[src/rtl/spi_regmaster.sv]
module spi_regmaster #(
  parameter int AW     = 5,
  parameter int DW     = 32,
  parameter int FRAME  = 8,
  parameter int PRE_LO = 16,
  parameter int PRE_HI = 128,
  parameter int NW     = 5
) (
  input  logic          clk,
  input  logic          rst_n,
  input  logic [AW-1:0] addr,
  input  logic          wr_en,
  input  logic          rd_en,
  input  logic [DW-1:0] wdata,
  output logic [DW-1:0] rdata,
  output logic          sclk,
  output logic          mosi,
  input  logic          miso,
  output logic          cs_n
);
  localparam int CW    = $clog2(PRE_HI * (2 ** NW)) + 1;
  localparam int EDGES = 2 * FRAME;
  localparam int EW    = $clog2(EDGES);
  localparam logic [AW-1:0] A_CTRL = AW'(8'h00);
  localparam logic [AW-1:0] A_STAT = AW'(8'h04);
  localparam logic [AW-1:0] A_SYS  = AW'(8'h08);
  localparam logic [AW-1:0] A_TX   = AW'(8'h0C);
  localparam logic [AW-1:0] A_RX   = AW'(8'h10);

  logic [7:0]       ctrl_q, sys_q;
  logic [FRAME-1:0] sh_q, rxbuf_q;
  logic             busy_q, rxf_q, rxbit_q, sclk_q;
  logic [EW-1:0]    edge_q;
  logic [CW-1:0]    cnt_q, half;
  logic             start, tick, cpha, sample_edge, last_edge, hold_first;
  logic             unused_ok;

  assign half        = (ctrl_q[5] ? CW'(PRE_HI) : CW'(PRE_LO)) * (CW'(ctrl_q[NW-1:0]) + 1'b1);
  assign tick        = busy_q && (cnt_q == half - 1'b1);
  assign start       = wr_en && addr == A_TX && sys_q[0] && !busy_q;
  assign cpha        = ctrl_q[7];
  assign sample_edge = cpha ? edge_q[0] : !edge_q[0];
  assign last_edge   = edge_q == EW'(EDGES - 1);
  assign hold_first  = cpha && edge_q == '0;
  assign unused_ok   = ^wdata[DW-1:8];

  assign sclk = busy_q ? sclk_q : ctrl_q[6];
  assign mosi = sh_q[FRAME-1];
  assign cs_n = ~(sys_q[0] & ~sys_q[6]);

  always_ff @(posedge clk or negedge rst_n) begin
    if (!rst_n) begin
      ctrl_q  <= '0;
      sys_q   <= '0;
      sh_q    <= '0;
      rxbuf_q <= '0;
      busy_q  <= 1'b0;
      rxf_q   <= 1'b0;
      rxbit_q <= 1'b0;
      sclk_q  <= 1'b0;
      edge_q  <= '0;
      cnt_q   <= '0;
    end else begin
      if (wr_en && addr == A_CTRL) ctrl_q <= wdata[7:0];
      if (wr_en && addr == A_SYS)  sys_q  <= wdata[7:0];
      if (wr_en && addr == A_STAT && !wdata[2]) rxf_q <= 1'b0;
      if (rd_en && addr == A_RX) rxf_q <= 1'b0;

      if (start) begin
        sh_q   <= wdata[FRAME-1:0];
        busy_q <= 1'b1;
        edge_q <= '0;
        cnt_q  <= '0;
        sclk_q <= ctrl_q[6];
      end else if (tick) begin
        cnt_q  <= '0;
        sclk_q <= ~sclk_q;
        edge_q <= edge_q + 1'b1;
        if (sample_edge) rxbit_q <= miso;
        else if (!hold_first) sh_q <= {sh_q[FRAME-2:0], rxbit_q};
        if (last_edge) begin
          busy_q  <= 1'b0;
          rxf_q   <= 1'b1;
          rxbuf_q <= cpha ? {sh_q[FRAME-2:0], miso} : {sh_q[FRAME-2:0], rxbit_q};
        end
      end else if (busy_q) begin
        cnt_q <= cnt_q + 1'b1;
      end
    end
  end

  always_comb begin
    rdata = '0;
    case (addr)
      A_CTRL:  rdata[7:0] = ctrl_q;
      A_STAT:  begin rdata[2] = rxf_q; rdata[0] = busy_q; end
      A_SYS:   rdata[7:0] = sys_q;
      A_RX:    rdata[FRAME-1:0] = rxbuf_q;
      default: rdata = '0;
    endcase
  end
endmodule

[config.mk]
export PLATFORM = sky130hd
export DESIGN_NAME = spi_regmaster
export DESIGN_NICKNAME = d
export VERILOG_FILES = /design/src/rtl/spi_regmaster.sv
export SDC_FILE = /design/constraint.sdc
export NUM_CORES = 1
export LEC_CHECK = 0
export ABC_AREA = 1
export BUFFER_PORTS_ARGS = -buffer_cell sky130_fd_sc_hd__buf_2
export CAP_MARGIN = 20
export CELL_PAD_IN_SITES_DETAIL_PLACEMENT = 1
export CELL_PAD_IN_SITES_GLOBAL_PLACEMENT = 2
export CORE_ASPECT_RATIO = 0.6
export CORE_MARGIN = 4
export CORE_UTILIZATION = 31
export CTS_CLUSTER_DIAMETER = 120
export DETAILED_ROUTE_END_ITERATION = 10
export GPL_TIMING_DRIVEN = 0
export PLACE_DENSITY = 0.86
export SYNTH_ARGS = -nofsm -noshare
export SYNTH_HDL_FRONTEND = slang
export SYNTH_SLANG_ARGS = --single-unit
[constraint.sdc]
create_clock -name clk -period 4.6 [get_ports clk]
set_input_delay 0.46 -clock clk [delete_from_list [all_inputs] [get_ports clk]]
set_output_delay 0.46 -clock clk [all_outputs]
set_load 0.005 [all_outputs]
Word-level counts from Yosys, hierarchy flattened
Cells that the tools add are included.
Word-level totals
  bits in registers: 53
  input port bits: 42
  output and inout port bits: 35
  logic and storage cells: 77
Operators by class
  add/sub/neg operators: 4
  multiply operators: 1
  equality and inequality tests: 8
  multiplexer cells: 27
  bitwise logic cells: 5
  reductions and logical operators: 22
Operator list (number)
  $mux W8: 5
  $mux W13: 3
  $pmux W5 S3: 1
  $add A13 B1 Y13 const B: 1
  $eq A13 B13 Y1: 1
  $mul A8 B6 Y13: 1
  $mux W1: 13
  $sub A13 B1 Y13 const B: 1
  $eq A5 B4 Y1 const B: 2
  $logic_and A1 B1 Y1: 10
  $reduce_and A3 Y1: 3
  $mux W4: 2
  $pmux W1 S4: 2
  $add A5 B1 Y6 const B: 1
  $eq A5 B3 Y1 const B: 1
  $eq A5 B5 Y1 const B: 1
  $logic_not A5 Y1: 1
  $add A4 B1 Y4 const B: 1
  $eq A4 B4 Y1 const B: 1
  $logic_not A4 Y1: 1
  $ne A2 B2 Y1 const B: 2
  $not A1 Y1: 4
  $reduce_bool A2 Y1: 2
  $logic_not A1 Y1: 3
  other kinds (4): 4

Longest topological paths before layout
Gate-level depths: netlist of run 1.
  depth after elaboration: 8
  mapped depth: 25
  depth with buffers taken out: 25

Worst setup path before layout of run 1
Ideal clock, no wire load.
  kind: reg-to-reg
  start: reg ctrl_q[0]
  end: reg rxbuf_q[1]
  setup time: 0.117 ns
  arrival: 3.489 ns
  required time: 4.483 ns
  slack: 0.994 ns
  stages on the path, launching flop included: 25
  path buffers: 0
  clock period less this slack: 3.606 ns
  cells stage by stage: dfrtp_1 > ha_1 > nand3_1 > nand2_1 > nand2_1 > nor2_1 > ha_1 > xnor2_1 > ha_1 > ha_1 > ha_1 > nand2_1 > nor2_1 > a211oi_1 > nand2_1 > nand2_1 > nand2_1 > nand2_1 > nand2_1 > nor2_1 > nand3_1 > nor2_2 > nand3_2 > nand2_1 > nand2_1
Between the ends
  longest elaborated chain between the ends: 6
RTL lines
  start, declared: RTL line 30  | logic [7:0] ctrl_q, sys_q;
  start signal, assigned: RTL line 64  | if (wr_en && addr == A_CTRL) ctrl_q <= wdata[7:0];
  $add A5 B1 Y6: RTL line 38  | assign half = (ctrl_q[5] ? CW'(PRE_HI) : CW'(PRE_LO)) * (CW'(ctrl_q[NW-1:0]) + 1'b1);
  $mul A8 B6 Y13: RTL line 38
  $sub A13 B1 Y13: RTL line 39  | assign tick = busy_q && (cnt_q == half - 1'b1);
  $eq A13 B13 Y1: RTL line 39
  $logic_and A1 B1 Y1: RTL line 39
  $reduce_and A3 Y1 (no source line)
  end signal, assigned: RTL line 84  | rxbuf_q <= cpha ? {sh_q[FRAME-2:0], miso} : {sh_q[FRAME-2:0], rxbit_q};
  end, declared: RTL line 31  | logic [FRAME-1:0] sh_q, rxbuf_q;
No other way between the ends.
A chain may end at the register's enable or synchronous reset.

Final worst setup path of run 1
Ends and elaborated chain as after synthesis.

==> summary.md, run 1 <==
| Metric | Value |
|---|---|
| MaxCap Viol Count | `0` |
| CP Launch Type | `flop` |
| Synthesis Warnings | `0` |
| Clock Power Share | `27.6%` |
| Vias per cell | `4.69` |
| Register Area | `0.00133 mm^2` |
| Status | `completed` |
| VDD IR max | `0.000129 V` |
| Slowest-stage cell, CP | `dfrtp_1` |
| Crit path launch | `ctrl_q[0]` |
| Top cell type's share of synthesized area | `36.3%` |
| DRC | `0` |
| Initial DRC count | `169` |
| Int Pwr | `985 uW` |
| Mapped cell area | `0.00365 mm^2` |
| Synthesized flop and latch total | `53` |
| Dominant cell type by area after synthesis | `dfrtp_1` |
| Routed WL | `10,900 um` |
| Critical path arrival | `4340 ps` |
| RSZ-0062 raised after global routing | `false` |
| Critical setup path kind | `flop to flop` |
| Starting density of the core | `32.0%` |
| Boundary pin count | `77` |
| Clk sink count | `53` |
| Routed via count | `3,365` |
| Die Height | `92.1 um` |
| Comb pwr share | `39.7%` |
| Sw Ratio | `39.0%` |
| Antenna Nets Post-Route | `0` |
| First-pass GRT wire length | `18,200 um` |
| Root buffer cell | `clkbuf_16` |
| Most used cell, CP | `nand2_1` |
| Place WS | `211 ps` |
| Largest fanout on the critical path | `8` |
| Detailed Place HPWL | `8820 um` |
| Layout cells sized above 1 | `15.1%` |
| NumNets Final | `619` |
| Setup WS post-layout | `449 ps` |
| Clk_lat worst skew | `300 ps` |
| Flop2flop setup slack | `450 ps` |
| Tightest Hold Check Type | `primary input to async pin` |
| Peak Freq | `241 MHz` |
| Die width | `148 um` |
| Leak pwr | `0.00227 uW` |
| IO buf count | `28` |
| GRT overflow | `0` |
| Register area share after synthesis | `36.3%` |
| Avg Inst Size Synth | `7.34 um^2` |
| # setup viols final | `0` |
| Sequential share of power | `32.7%` |
| Netlist cell types | `33` |
| Area of the multi-input gates | `0.00196 mm^2` |
| Synth Instances | `498` |
| Clock Skew | `9.97 ps` |
| Antenna diode count | `0` |
| Count of final hold-check violations | `0` |
| Reg2Reg Depth | `24` |
| Req. time, crit path | `4790 ps` |
| Slew HR | `41.9%` |
| Critical Path End Type | `flop` |
| Initial antenna violation count | `0` |
| Largest net degree at the start of global routing | `32` |
| Final Cycle Share | `90.2%` |
| Setup TNS | `0 ps` |
| Final Wtd Congestion | `0.862` |
| CTS tree | `built` |
| CTS Buf Count | `5` |
| Synth top area cells | `dfrtp_1, nand2_1, nand3_1, ha_1, inv_1` |
| Die ar. | `0.0136 mm^2` |
| Worst R2R End | `rxbuf_q[1]` |
| Longest Clk Path Bufs | `2` |
| Worst-Margin Slew | `864 ps` |
| Pwr dens | `376 mW/mm^2` |
| Area grow syn2layout | `17.6%` |
| Switch Pwr | `631 uW` |
| CTS H-tree lvls | `2` |
| Worst setup path end | `rxbuf_q[1]` |
| CTS hold repair buffers | `0` |
| Critical path, cell by cell | `ha_1 -> nand3_1 -> nand2_1 -> nand2_1 -> nor2_1 -> ha_1 -> xnor2_1 -> ha_1 -> ha_1 -> ha_1 -> nand2_1 -> nor2_1 -> a211oi_2 -> nand2_1 -> nand2_1 -> nand2_1 -> nand2_1 -> nand2_1 -> nor2_1 -> nand3_1 -> nor2_4 -> nand3_4 -> nand2_1 -> nand2_1` |
| Vias in the first global route | `3,467` |
| Placeable Area | `0.0114 mm^2` |
| Avg WL per Cell | `15.2 um` |
| Worst path max stage delay | `500 ps` |
| Drt first pass iters | `4` |
| Final min period | `4150 ps` |
| Total track usage | `16.7%` |
| Clock slew at reported path FFs | `70 ps` |
| Std-Cell Rows | `30` |
| Reg-to-reg critical path startpoint | `ctrl_q[0]` |
| Max-slew violations | `0` |
| Post-CTS Repair Setup Buffers | `0` |
| Fill count | `1,469` |
Yosys cell counts:
| master | n |
|---|---|
| nand2_4 | 1 |
| nor2_4 | 1 |
| ha_1 | 20 |
| nand2_2 | 2 |
| clkinv_1 | 1 |
| inv_2 | 1 |
| buf_4 | 24 |
| nor4_1 | 3 |
| nand3_2 | 1 |
| dfrtp_1 | 53 |
| buf_2 | 3 |
| xnor2_1 | 4 |
| inv_1 | 60 |
| nor2_1 | 33 |
| o211ai_1 | 1 |
| clkbuf_1 | 3 |
| a211oi_1 | 1 |
| nand3_1 | 59 |
| a21oi_1 | 1 |
| xor2_1 | 20 |
| or2_2 | 3 |
| nand4_1 | 11 |
| nor4_2 | 1 |
| nor2_2 | 4 |
| conb_1 | 1 |
| a21o_1 | 1 |
| clkbuf_2 | 1 |
| o2bb2ai_2 | 1 |
| nand2_1 | 141 |
| nor3_1 | 2 |
| nand4_4 | 1 |
| o21ai_0 | 37 |
| buf_6 | 2 |
power groups by stage:
stage	registers [uW]	logic (uW)	clock network, uW
floorplan	526	470	0
global placement	535	601	0
detailed placement	537	637	0
CTS	528	640	454
global route	533	733	475
finish	528	641	445
sequential cells by signal, summed over array words and instances, names as in the netlist:
signal,flops
sh_q,8
sclk_q,1
edge_q,4
rxbuf_q,8
sys_q,8
cnt_q,13
rxbit_q,1
rxf_q,1
busy_q,1
ctrl_q,8
placed cells by master (no fill, tap or decap), types with 2 or more instances in the layout:
cell	netlist	layout
nand4_1	11	11
o21ai_0	37	37
clkbuf_1	3	3
buf_2	3	31
conb_1	1	24
nor3_1	2	2
or2_2	3	3
xnor2_1	4	4
nor2_2	4	3
buf_4	24	24
xor2_1	20	20
nand3_1	59	59
nor4_1	3	3
clkbuf_16	0	5
ha_1	20	20
nand2_2	2	2
inv_1	60	60
nand2_1	141	141
nor2_4	1	2
dfrtp_1	53	53
buf_6	2	2
nor2_1	33	33
worst max-delay path, delay by kind of cell (launching register included):
| kind | cells | cell delay [ps] |
|---|---|---|
| flip-flops | 1 | 500 |
| AO/OA/AOI/OAI | 1 | 240 |
| adder cells (fa/ha/maj) | 5 | 1440 |
| XOR/XNOR | 1 | 130 |
| AND/OR/NAND/NOR | 17 | 1730 |
cell families (layout without fill, tap and decap cells):
group | after synthesis | in the layout | share of synthesized area (%)
buffers and inverters | 95 | 132 | 12.8
AO/OA/AOI/OAI | 42 | 42 | 6.23
other | 1 | 24 | 0.103
XOR/XNOR | 24 | 24 | 5.75
adder cells (fa/ha/maj) | 20 | 20 | 6.85
AND/OR/NAND/NOR | 263 | 263 | 32.0
flip-flops | 53 | 53 | 36.3
final cells by class:
class / count / share of cell area, %
timing repair buffer: 29 / 3.90
tap: 160 / 4.66
clock buffer: 5 / 2.91
buffer: 33 / 5.45
multi-input combinational: 373 / 45.7
clock inverter: 3 / 1.08
inverter: 62 / 5.42
sequential: 53 / 30.9
worst min path at each step:
stage	slack [ps]	cells after the start	to
2_1_floorplan	160	0	busy_q
3_3_place_gp	460	2	sh_q[7]
3_5_place_dp	460	2	rxbuf_q[2]
4_1_cts	280	1	edge_q[1]
5_1_grt	300	1	edge_q[1]
6_report	240	1	edge_q[1]
through the flow:
stage	util, %	total power (uW)	cells	hold WS, ps	instance area [um^2]
2_1_floorplan	-	996	521	164	3740
3_3_place_gp	35.8	1140	709	457	4080
3_5_place_dp	36.0	1170	710	460	4110
4_1_cts	37.5	1620	718	276	4280
5_1_grt	37.7	1740	718	303	4300
6_report	37.7	1620	718	237	4300
timing repair:
item | in CTS | in global routing
endpoints found under the hold margin | 0 | 0
gates resized for setup | 0 | 3
setup endpoints to repair | 0 | 29
metal layers:
layer / up-vias / wire length [um] / part of all wire (%) / global-route usage [%]
met5: - / 0 / 0 / 0
met4: 0 / 172 / 1.6 / 3.77
met3: 15 / 574 / 5.3 / 4.15
met2: 61 / 4350 / 40 / 22.8
met1: 1614 / 5790 / 53 / 25.9
li1: 1675 / - / - / -
Note: power is estimated with default switching activity, not from simulation.
==> run 2: changes to the inputs <==
CORE_MARGIN = unset   (was 4)
==> run 2 against run 1 <==
Utilization down 0.15 points. Largest cell class unchanged. Non-clock buffer count unchanged. Sequential power about the same. Critical endpoint is now rxbuf_q[0]. First-iteration DRC count up 0.59%. Clock power down 13%.
==> summary.md, run 2 (synthesis gave the netlist of run 1 again) <==
| Metric | Value |
|---|---|
| CTS Buf Count | `5` |
| Peak Freq | `239 MHz` |
| Global route hottest layer | `met1` |
| Routing usage on met1 | `29.4%` |
| Antenna Nets Post-Route | `0` |
| Commonest non-fill, non-tap cell in the layout | `nand2_1` |
| Setup WS post-layout | `410 ps` |
| GRT overflow | `0` |
| Antenna diode count | `0` |
| Setup TNS | `0 ps` |
| Slowest-stage cell, CP | `dfrtp_1` |
| Vias in the first global route | `3,350` |
| MaxCap Viol Count | `0` |
| Area of the multi-input gates | `0.00196 mm^2` |
| Routed via count | `3,356` |
| Detailed Place HPWL | `8620 um` |
| Final Cycle Share | `91.1%` |
| DRC | `0` |
| Status | `completed` |
| First-pass GRT wire length | `17,600 um` |
| Fill count | `1,467` |
| Leak pwr | `0.00225 uW` |
| Critical path arrival | `4380 ps` |
| Boundary pin count | `77` |
| Total track usage | `18.9%` |
| CTS tree | `built` |
| Most frequent cells in the layout | `nand2_1, inv_1, nand3_1` |
| Placeable Area | `0.0114 mm^2` |
| Largest register FFs | `13` |
| Starting density of the core | `32.1%` |
| Std-Cell Rows | `30` |
| Critical path, cell by cell | `ha_1 -> nand3_1 -> nand2_1 -> nand2_1 -> nor2_1 -> ha_1 -> xnor2_1 -> ha_1 -> ha_1 -> ha_1 -> nand2_1 -> nor2_1 -> a211oi_2 -> nand2_1 -> nand2_1 -> nand2_1 -> nand2_1 -> nand2_1 -> nor2_1 -> nand3_1 -> nor2_4 -> nand3_4 -> nand2_1 -> nand2_1` |
| Die ar. | `0.0122 mm^2` |
| RSZ-0062 raised after global routing | `false` |
| Max-slew violations | `0` |
| Clk sink count | `53` |
| Req. time, crit path | `4790 ps` |
| Avg WL per Cell | `14.9 um` |
| Most used cell, CP | `nand2_1` |
| Drt first pass iters | `4` |
| Worst path max stage delay | `500 ps` |
| Longest Clk Path Bufs | `2` |
| # setup viols final | `0` |
| CP Launch Type | `flop` |
| Cell family with most CP delay | `simple AND/OR/NAND/NOR gates` |
| Largest net degree at the start of global routing | `37` |
| Die Height | `86.1 um` |
| Count of final hold-check violations | `0` |
| Post-CTS Repair Setup Buffers | `0` |
| Vias per cell | `4.67` |
| Final min period | `4190 ps` |
| Place WS | `241 ps` |
| Critical setup path kind | `flop to flop` |
| Clock Skew | `7.71 ps` |
| Final Wtd Congestion | `0.815` |
| Clock slew at reported path FFs | `80 ps` |
| Critical Path End Type | `flop` |
| Routed WL | `10,700 um` |
| Biggest register | `cnt_q` |
| Root buffer cell | `clkbuf_16` |
| Layout cells sized above 1 | `15.1%` |
| CTS hold repair buffers | `0` |
| Pwr dens | `364 mW/mm^2` |
| IO buf count | `28` |
| Die width | `142 um` |
| Tightest Hold Check Type | `primary input to async pin` |
| Power Total | `1550 uW` |
| Slew HR | `45.2%` |
| NumNets Final | `619` |
| VDD IR max | `0.000125 V` |
| Register Area | `0.00133 mm^2` |
| Buffers & Inverters on Critical Path | `0` |
| Clk_lat worst skew | `300 ps` |
| CTS H-tree lvls | `2` |
| Initial DRC count | `170` |
| Largest fanout on the critical path | `8` |
| Met3 usage | `3.02%` |
| Met2 usage | `27.0%` |
| Initial antenna violation count | `0` |
| Area grow syn2layout | `16.7%` |
| Worst-Margin Slew | `815 ps` |
[run 2: cell count changes in the layout (fill, tap and decap cells not counted)]
| cell | delta |
|---|---|
| clkinvlp_4 | +2 |
| buf_12 | +1 |
| buf_16 | -1 |
| bufinv_16 | -1 |
| clkinv_4 | -1 |
[run 2: layout make-up]
class                           instances  area share, %
Clock buffer                            5           2.93
Buffer                                 33           5.49
Multi-Input combinational cell        373           46.1
Tap cell                              160           4.69
Clock inverter                          3          0.528
Sequential cell                        53           31.1
Inverter                               62           5.46
Timing Repair Buffer                   29           3.75
[run 2: power breakdown]
group          switching (uW)  internal [uW]
sequential               33.5            496
clock                     186            202
combinational             407            230
total                     626            928
[run 2: routing by layer]
layer	vias up	wire length (um)
li1	1668	-
met1	1622	5770
met2	58	4280
met3	8	597
met4	0	78
met5	-	0
[run 2: worst paths after layout]
path	from	end	slack (ps)	cells past startpoint
setup / recovery	ctrl_q[0]	rxbuf_q[0]	410	24
hold / removal	rst_n	edge_q[3]	90	1
setup reg to reg	ctrl_q[0]	rxbuf_q[0]	410	24
hold reg to reg	rxbuf_q[2]	rxbuf_q[2]	480	2
max in group asynchronous	rst_n	rxf_q	3940	2
min in group clk	miso	rxbit_q	470	5
[run 2: what timing repair did]
action | CTS | global route
hold endpoints to repair | 0 | 0
gates resized for setup | 0 | 3
setup endpoints to repair | 0 | 9
[run 2: worst reg2reg max path: stages (launching register included)]
cell and delay (ps):
dfrtp_1 500, ha_1 270, nand3_1 130, nand2_1 100, nand2_1 80, nor2_1 100, ha_1 250, xnor2_1 190
ha_1 260, ha_1 300, ha_1 340, nand2_1 110, nor2_1 60, a211oi_2 220, nand2_1 90, nand2_1 80
nand2_1 60, nand2_1 50, nand2_1 60, nor2_1 140, nand3_1 160, nor2_4 220, nand3_4 170, nand2_1 100
nand2_1 50
[run 2: metrics by stage]
stage	hold WS, ps	util (%)	cells	area, um^2
2_1_floorplan	164	-	521	3740
3_3_place_gp	457	35.9	709	4080
3_5_place_dp	435	36.1	710	4100
4_1_cts	108	37.3	718	4250
5_1_grt	123	37.5	718	4270
6_report	94.3	37.5	718	4270
